`src/rtl/pclk_pkg.sv`:
```
// Package: shared types for the pixel clock parameter search.
// Assumes: nothing beyond IEEE 1800-2017.
package pclk_pkg;

    typedef enum logic [2:0] {
        ST_IDLE,
        ST_SDIV,
        ST_SFIN,
        ST_RDIV,
        ST_RESP
    } pclk_state_t;

    typedef enum logic {
        MODE_SEARCH  = 1'b0,
        MODE_REVERSE = 1'b1
    } pclk_mode_t;

endpackage

```
`src/rtl/pclk_divu.sv`:
```
// Module: pclk_divu
// Restoring shift-subtract unsigned divider, one quotient bit per cycle.
// A start pulse loads the operands; DW cycles later a one-cycle done pulse
// marks quot/rem valid. Assumes divisor != 0 and no start while busy.
module pclk_divu #(
    parameter int DW = 32
) (
    input  logic          clk,
    input  logic          rst_n,
    input  logic          start,
    input  logic [DW-1:0] dividend,
    input  logic [DW-1:0] divisor,
    output logic          done,
    output logic [DW-1:0] quot,
    output logic [DW-1:0] rem
);
    localparam int CW = $clog2(DW + 1);

    logic [DW-1:0] q_r, r_r, dvd_l, dvs_l;
    logic [CW-1:0] cnt;
    logic          busy;
    logic [DW:0]   r_sh;
    logic          ge;

    // Partial remainder shifted left with the next dividend bit.
    always_comb begin
        r_sh = {r_r, q_r[DW-1]};
        ge   = (r_sh >= {1'b0, dvs_l});
    end

    // Load operands on start, then one restoring step per cycle.
    always_ff @(posedge clk) begin
        if (!rst_n) begin
            q_r   <= '0;
            r_r   <= '0;
            dvd_l <= '0;
            dvs_l <= '0;
            cnt   <= '0;
            busy  <= 1'b0;
            done  <= 1'b0;
        end else begin
            done <= 1'b0;
            if (start) begin
                q_r   <= dividend;
                r_r   <= '0;
                dvd_l <= dividend;
                dvs_l <= divisor;
                cnt   <= CW'(DW);
                busy  <= 1'b1;
            end else if (busy) begin
                q_r <= {q_r[DW-2:0], ge};
                r_r <= ge ? DW'(r_sh - {1'b0, dvs_l}) : r_sh[DW-1:0];
                cnt <= cnt - 1'b1;
                if (cnt == CW'(1)) begin
                    busy <= 1'b0;
                    done <= 1'b1;
                end
            end
        end
    end

    assign quot = q_r;
    assign rem  = r_r;


    div_identity_chk: assert property (@(posedge clk) disable iff (!rst_n)
        done |-> ((64'(quot) * 64'(dvs_l) + 64'(rem)) == 64'(dvd_l)));

    div_rem_small_chk: assert property (@(posedge clk) disable iff (!rst_n)
        done |-> (rem < dvs_l));

    div_no_restart_chk: assert property (@(posedge clk) disable iff (!rst_n)
        start |-> !busy);

endmodule

```
`src/rtl/pclk_best_pick.sv`:
```
// Module: pclk_best_pick
// Tracks the best candidate of the search. A candidate is kept only if its
// quotient is non-zero, below NLIM, and its remainder is strictly below the
// best so far. init reloads the best remainder and clears the choice.
module pclk_best_pick #(
    parameter int DW   = 32,
    parameter int KW   = 5,
    parameter int NLIM = 128
) (
    input  logic                     clk,
    input  logic                     rst_n,
    input  logic                     init,
    input  logic [DW-1:0]            init_rem,
    input  logic                     cand_valid,
    input  logic [KW-1:0]            cand_k,
    input  logic [DW-1:0]            cand_n,
    input  logic [DW-1:0]            cand_rem,
    output logic                     found,
    output logic [KW-1:0]            best_k,
    output logic [$clog2(NLIM)-1:0]  best_n
);
    localparam int NW = $clog2(NLIM);

    logic [DW-1:0] best_rem;
    logic          accept;

    // Acceptance test for the candidate on the input.
    always_comb begin
        accept = cand_valid && (cand_n != '0) && (cand_n < DW'(NLIM))
                 && (cand_rem < best_rem);
    end

    // Reload on init, otherwise keep the first strictly better candidate.
    always_ff @(posedge clk) begin
        if (!rst_n) begin
            best_rem <= '0;
            found    <= 1'b0;
            best_k   <= '0;
            best_n   <= '0;
        end else if (init) begin
            best_rem <= init_rem;
            found    <= 1'b0;
            best_k   <= '0;
            best_n   <= '0;
        end else if (accept) begin
            best_rem <= cand_rem;
            found    <= 1'b1;
            best_k   <= cand_k;
            best_n   <= NW'(cand_n);
        end
    end


    best_nonzero_chk: assert property (@(posedge clk) disable iff (!rst_n)
        found |-> (best_n != '0 && best_k != '0));

    best_rem_falls_chk: assert property (@(posedge clk) disable iff (!rst_n)
        !init |=> (best_rem <= $past(best_rem)));

endmodule

```
`src/rtl/pclk_param_search.sv`:
```
// Module: pclk_param_search
// Searches synthesiser parameters (multiplier, divider, post-shift) for a
// requested pixel period, or rebuilds the period from given parameters.
// Assumes: a request is held with req_valid until req_ready is seen high.
module pclk_param_search #(
    parameter int DW   = 32,
    parameter int BASE = 256016,
    parameter int PMIN = 5000,
    parameter int KMAX = 31,
    parameter int NLIM = 128
) (
    input  logic                     clk,
    input  logic                     rst_n,
    input  logic                     req_valid,
    output logic                     req_ready,
    input  logic                     req_mode,
    input  logic [DW-1:0]            req_period,
    input  logic [$clog2(KMAX+1)-1:0] req_p0,
    input  logic [$clog2(NLIM)-1:0]  req_p1,
    input  logic [1:0]               req_p2,
    output logic                     res_valid,
    output logic                     res_err,
    output logic [$clog2(KMAX+1)-1:0] res_p0,
    output logic [$clog2(NLIM)-1:0]  res_p1,
    output logic [1:0]               res_p2,
    output logic [DW-1:0]            res_period
);
    import pclk_pkg::*;

    localparam int            KW     = $clog2(KMAX + 1);
    localparam int            NW     = $clog2(NLIM);
    localparam logic [DW-1:0] BASE_W = DW'(BASE);
    localparam logic [DW-1:0] PMIN_W = DW'(PMIN);
    localparam logic [DW-1:0] PMAX_W = DW'(BASE) << 3;

    pclk_state_t   state;
    logic [KW-1:0] k_r;
    logic [1:0]    p2_r, rp2_r;
    logic [DW-1:0] l_r, per_r;
    logic          div_start, div_done, trk_init;
    logic [DW-1:0] div_dvd, div_dvs, div_quot, div_rem;
    logic          found;
    logic [KW-1:0] best_k;
    logic [NW-1:0] best_n;

    logic          too_big;
    logic [DW-1:0] per_c, l_c;
    logic [1:0]    sh_c;

    // Clamp, range check and post-shift choice for the incoming period.
    always_comb begin
        too_big = req_period > PMAX_W;
        per_c   = (req_period < PMIN_W) ? PMIN_W : req_period;
        sh_c    = ((per_c << 4) < BASE_W) ? 2'd3 : 2'd2;
        l_c     = per_c << sh_c;
    end

    // Request sequencer: accept, iterate multipliers, publish one result.
    always_ff @(posedge clk) begin
        if (!rst_n) begin
            state      <= ST_IDLE;
            k_r        <= '0;
            p2_r       <= '0;
            rp2_r      <= '0;
            l_r        <= '0;
            per_r      <= '0;
            div_start  <= 1'b0;
            div_dvd    <= '0;
            div_dvs    <= '0;
            trk_init   <= 1'b0;
            res_valid  <= 1'b0;
            res_err    <= 1'b0;
            res_p0     <= '0;
            res_p1     <= '0;
            res_p2     <= '0;
            res_period <= '0;
        end else begin
            div_start <= 1'b0;
            trk_init  <= 1'b0;
            res_valid <= 1'b0;
            case (state)
                ST_IDLE: if (req_valid) begin
                    res_p0     <= '0;
                    res_p1     <= '0;
                    res_p2     <= '0;
                    res_period <= '0;
                    res_err    <= 1'b0;
                    if (pclk_mode_t'(req_mode) == MODE_SEARCH) begin
                        if (too_big) begin
                            res_err   <= 1'b1;
                            res_valid <= 1'b1;
                            state     <= ST_RESP;
                        end else begin
                            per_r     <= per_c;
                            p2_r      <= sh_c;
                            l_r       <= l_c;
                            trk_init  <= 1'b1;
                            k_r       <= KW'(1);
                            div_dvd   <= BASE_W;
                            div_dvs   <= l_c;
                            div_start <= 1'b1;
                            state     <= ST_SDIV;
                        end
                    end else begin
                        if (req_p1 == '0) begin
                            res_err   <= 1'b1;
                            res_valid <= 1'b1;
                            state     <= ST_RESP;
                        end else begin
                            rp2_r     <= req_p2;
                            div_dvd   <= BASE_W * DW'(req_p0);
                            div_dvs   <= DW'(req_p1);
                            div_start <= 1'b1;
                            state     <= ST_RDIV;
                        end
                    end
                end
                ST_SDIV: if (div_done) begin
                    if (k_r == KW'(KMAX)) begin
                        state <= ST_SFIN;
                    end else begin
                        k_r       <= k_r + 1'b1;
                        div_dvd   <= BASE_W * DW'(k_r + 1'b1);
                        div_start <= 1'b1;
                    end
                end
                ST_SFIN: begin
                    res_err    <= !found;
                    res_p0     <= found ? best_k : '0;
                    res_p1     <= found ? best_n : '0;
                    res_p2     <= found ? p2_r : '0;
                    res_period <= found ? per_r : '0;
                    res_valid  <= 1'b1;
                    state      <= ST_RESP;
                end
                ST_RDIV: if (div_done) begin
                    res_period <= div_quot >> rp2_r;
                    res_valid  <= 1'b1;
                    state      <= ST_RESP;
                end
                default: state <= ST_IDLE;
            endcase
        end
    end

    assign req_ready = (state == ST_IDLE);

    pclk_divu #(.DW(DW)) u_div (
        .clk      (clk),
        .rst_n    (rst_n),
        .start    (div_start),
        .dividend (div_dvd),
        .divisor  (div_dvs),
        .done     (div_done),
        .quot     (div_quot),
        .rem      (div_rem)
    );

    pclk_best_pick #(.DW(DW), .KW(KW), .NLIM(NLIM)) u_pick (
        .clk        (clk),
        .rst_n      (rst_n),
        .init       (trk_init),
        .init_rem   (l_r),
        .cand_valid (div_done && state == ST_SDIV),
        .cand_k     (k_r),
        .cand_n     (div_quot),
        .cand_rem   (div_rem),
        .found      (found),
        .best_k     (best_k),
        .best_n     (best_n)
    );


    resp_single_chk: assert property (@(posedge clk) disable iff (!rst_n)
        res_valid |=> !res_valid);

    busy_ready_chk: assert property (@(posedge clk) disable iff (!rst_n)
        res_valid |-> !req_ready);

    shift_range_chk: assert property (@(posedge clk) disable iff (!rst_n)
        (res_valid && !res_err && res_p0 != '0) |-> (res_p2 >= 2'd2));

    clamp_floor_chk: assert property (@(posedge clk) disable iff (!rst_n)
        (res_valid && !res_err && res_p0 != '0) |-> (res_period >= PMIN_W));

endmodule

```
`config.mk`:
```
export PLATFORM = sky130hd
export DESIGN_NAME = pclk_param_search
export DESIGN_NICKNAME = d
export VERILOG_FILES = /design/src/rtl/pclk_pkg.sv /design/src/rtl/pclk_divu.sv /design/src/rtl/pclk_best_pick.sv /design/src/rtl/pclk_param_search.sv
export SDC_FILE = /design/constraint.sdc
export NUM_CORES = 1
export LEC_CHECK = 0
export BUFFER_PORTS_ARGS = -buffer_cell sky130_fd_sc_hd__buf_2
export CAP_MARGIN = 5
export CORE_ASPECT_RATIO = 0.9
export CORE_MARGIN = 2
export CORE_UTILIZATION = 55
export CTS_BUF_LIST = sky130_fd_sc_hd__clkbuf_4
export DETAILED_ROUTE_END_ITERATION = 16
export HOLD_SLACK_MARGIN = 0.15
export PLACE_DENSITY_LB_ADDON = 0.1
export SLEW_MARGIN = 25
export SYNTH_ARGS = -nofsm -noshare
export SYNTH_HDL_FRONTEND = slang
export SYNTH_SLANG_ARGS = --single-unit
```
`constraint.sdc`:
```
create_clock -name clk -period 4.09 [get_ports clk]
set_input_delay 0.818 -clock clk [delete_from_list [all_inputs] [get_ports clk]]
set_output_delay 0.818 -clock clk [all_outputs]
set_load 0.1 [all_outputs]
```
==> results.md <==
- Status: complete, no violations
- Compound-cell area share of the yosys netlist: around 19%
- Post-Synth XOR/XNOR Area: 2.37%
- Fin. max-slew vios: 0
- Final net count: 2,351
- Skew-Pair Late Insertion Delay: 770 ps
- Async S/R FF share, synth: 0%
- Final instance area: approximately 20,000 µm²
- Io pins: 99
- GRT Total Usage: 27.9%
- Layout area overhead: 12.6%
- Setup TNS: 0 ps
- Num CTS Buffers: 86
- Worst VDD drop: 0.521 mV
- Util after Layout: between 60% and 70%
- Routed Antenna Nets: 0
- DRC Markers: 0
- Prevailing post-synth register cell: dfxtp_1
- Clock Tree Root: clkbuf_4
- Grt ovf: 0
- CP endpoint kind: flip-flop
- Core Area: 31,900 µm²
- Post-route minimum period: ~3900 ps
- Initial antenna violation count: 2
- Max FO, Critical Path: 4
- WL per Instance: 18.1 µm
- Yosys warns: 0
- H-tree Lvls: 3
- Max Fclk: between 200 and 300 MHz
- Clock slew at reported path FFs: 70 ps
- Fill count: 2,766
- Flop pwr share: 32.7%
- Post-synthesis cell type count: 75
- Switching part of the total: between 40% and 50%
- Placed Instance Area: approximately 19,000 µm²
- Leak Pwr: just over 0.008 µW
- Die ar.: roughly 34,000 µm²
- Switching power: 4510 µW
- Syn Area/Cell: between 8 and 9 µm²
- Final setup viols: 0
- Largest family of logic cells by synthesized area: compound AO/OA/AOI/OAI gates
- Startpoint Class: flip-flop
- Power per cell area: 551 nW/µm²
- Relative slew slack: 35.2%
- Initial drt markers: 1,321
- Worst EP arrival: about 4600 ps
- FF-to-FF Start: k_r[0]
- Max Cap Viol: 0
- Buffers on Ports: 98
- Post-synthesis mux area share: 9.95%
- CTS max path bufs: 3
- Worst-Margin Slew: 971 ps
- WS Path Type: reg2reg
- Final hold violation count: 0
- Post-synthesis register bit count: 322
- Starting Density: 55.7%
- Syn Inst Count: a little over 2k
- Cts hold-fix bufs: 0
- # rows: 62
- GPL Wtd Cong: just under 0.9
- Vias in the first global route: 14.6k
- Adder-cell area share of the yosys netlist: 10.4%
- Clock power share: 25.9%
- Hold WC Path Type: in2reg
- Share of layout cells above drive strength 1: 17.3%
- WP data required: around 4700 ps
- Worst Skew: 65.2 ps
- Fin crit share: 96.6%
- Final WL: 47,700 µm
- Largest net degree at the start of global routing: 163
- Clk sinks: 322
- Syn Nets: 2,238
- DIE HEIGHT: 174 µm
- Vias: about 16k
- Most common cell after layout, fill and taps aside: dfxtp_1
- Mapped cell area: 17,800 µm²
- Setup crit start: k_r[0]
- P_int: around 6500 µW
- First-pass GRT wire length: around 76,000 µm
- Comb pwr share: 41.4%
- Simple-gate share of the synthesized area: 15.2%
- RSZ-0062 raised after global routing: yes
- HPWL after detailed placement: about 34,000 µm
- CTS tree: yes
- Commonest cells after routing, fill and taps aside: 316 x dfxtp_1, 265 x nor2_1, 148 x a21oi_1
- Die width: 193 µm
- Worst Hold Launch: req_p2[1]
- DRT Pass-1 Iters: 5
- Number of synthesized flops with an enable pin: 0
- Vias per cell: 5.92
- Sequential share of the synthesized area: 36.3%
==> logic make-up (layout without fill, tap and decap cells) <==
| kind of cell | Yosys count | in the layout |
|---|---|---|
| AO/OA/AOI/OAI | 520 | 520 |
| AND/OR/NAND/NOR | 599 | 599 |
| XOR/XNOR | 48 | 48 |
| adder cells (fa/ha/maj) | 134 | 134 |
| other | 0 | 2 |
| flip-flops | 322 | 322 |
| multiplexers | 145 | 145 |
| buffers and inverters | 286 | 452 |
==> final cells by class <==
| class | count | area (µm²) | share of cell area [%] |
|---|---|---|---|
| Sequential cell | 322 | 6460 | 32.3 |
| Antenna cell | 2 | 5.00 | 0.0250 |
| Timing Repair Buffer | 162 | 1030 | 5.14 |
| Multi-Input combinational cell | 1446 | 10400 | 51.8 |
| Clock inverter | 12 | 105 | 0.525 |
| Tap cell | 416 | 520 | 2.60 |
| Inverter | 149 | 564 | 2.82 |
| Clock buffer | 129 | 968 | 4.84 |
==> path summary, 6_finish.rpt <==
path / end / slack, ps / cells after the start
max: div_dvd[22] / 140 / 17
min: rp2_r[1] / 310 / 3
max reg2reg: div_dvd[22] / 140 / 17
min reg2reg: l_r[12] / 440 / 2
==> power by group through the flow <==
| stage | registers, µW | clock network, µW | logic (µW) |
|---|---|---|---|
| 6_report | 3600 | 2860 | 4560 |
| 3_3_place_gp | 3670 | 0 | 4460 |
| 2_1_floorplan | 4190 | 0 | 2920 |
| 3_5_place_dp | 3670 | 0 | 4500 |
| 4_1_cts | 3600 | 2920 | 4530 |
| 5_1_grt | 3630 | 3070 | 4930 |
==> cell usage after synthesis (16+ instances only) <==
master,n,area share (%)
and3_1,36,1.3
ha_1,111,7.8
buf_1,16,0.34
a211oi_1,81,3.4
nor2_1,265,5.6
and2_1,16,0.56
clkbuf_1,93,2.0
xor2_1,17,0.84
fa_1,23,2.6
nor3_1,64,1.8
a21oi_1,151,4.3
mux2i_1,117,6.6
nor4_1,18,0.63
dfxtp_1,322,36
a22oi_1,41,1.7
o21ai_0,102,2.9
nand3_1,28,0.79
inv_1,147,3.1
nand2_1,121,2.6
mux4_2,25,3.2
a21o_1,25,1.1
xnor2_1,31,1.5
==> stage by stage <==
step                instances  setup WS (ps)  total power [µW]  hold slack, ps
global route             2637          -75.4             11600             313
floorplan                2054           1.35              7110             420
finish                   2638            141             11000             310
CTS                      2634          -3.10             11000             281
detailed placement       2491           -208              8170             438
global placement         2491           -155              8120             432
==> layer usage <==
metal  share of wire, %  GRT usage (%)
met1                 47           40.7
met2                 44           41.8
met3                8.1           5.18
met4                1.7           8.24
met5              0.027              0
==> timing repair <==
item | 4_1_cts | 5_1_grt
pin swaps | 5 | 17
buffers inserted | 2 | 3
setup endpoints to repair | 4 | 6
gates resized for setup | 5 | 25
==> state kept, by name, indices dropped and copies added (netlist names), 6 cells and up <==
register,cells
u_pick.best_n,7
per_r,32
u_div.dvs_l,32
u_pick.best_rem,32
div_dvs,32
u_div.quot,32
div_dvd,17
l_r,30
res_period,32
res_p1,7
u_div.rem,32
u_div.cnt,6
==> critical path, stage by stage, from the launching register on <==
cell	delay, ps
dfxtp_4	360
ha_4	170
and3_4	180
ha_4	280
inv_4	40
fa_1	540
inv_1	70
fa_1	450
fa_1	530
inv_2	50
ha_4	260
inv_1	50
o21bai_1	170
a21oi_1	140
o21ai_1	180
xor2_1	170
nand2_1	80
a31oi_1	160
Power figures use the tool's default switching activity.
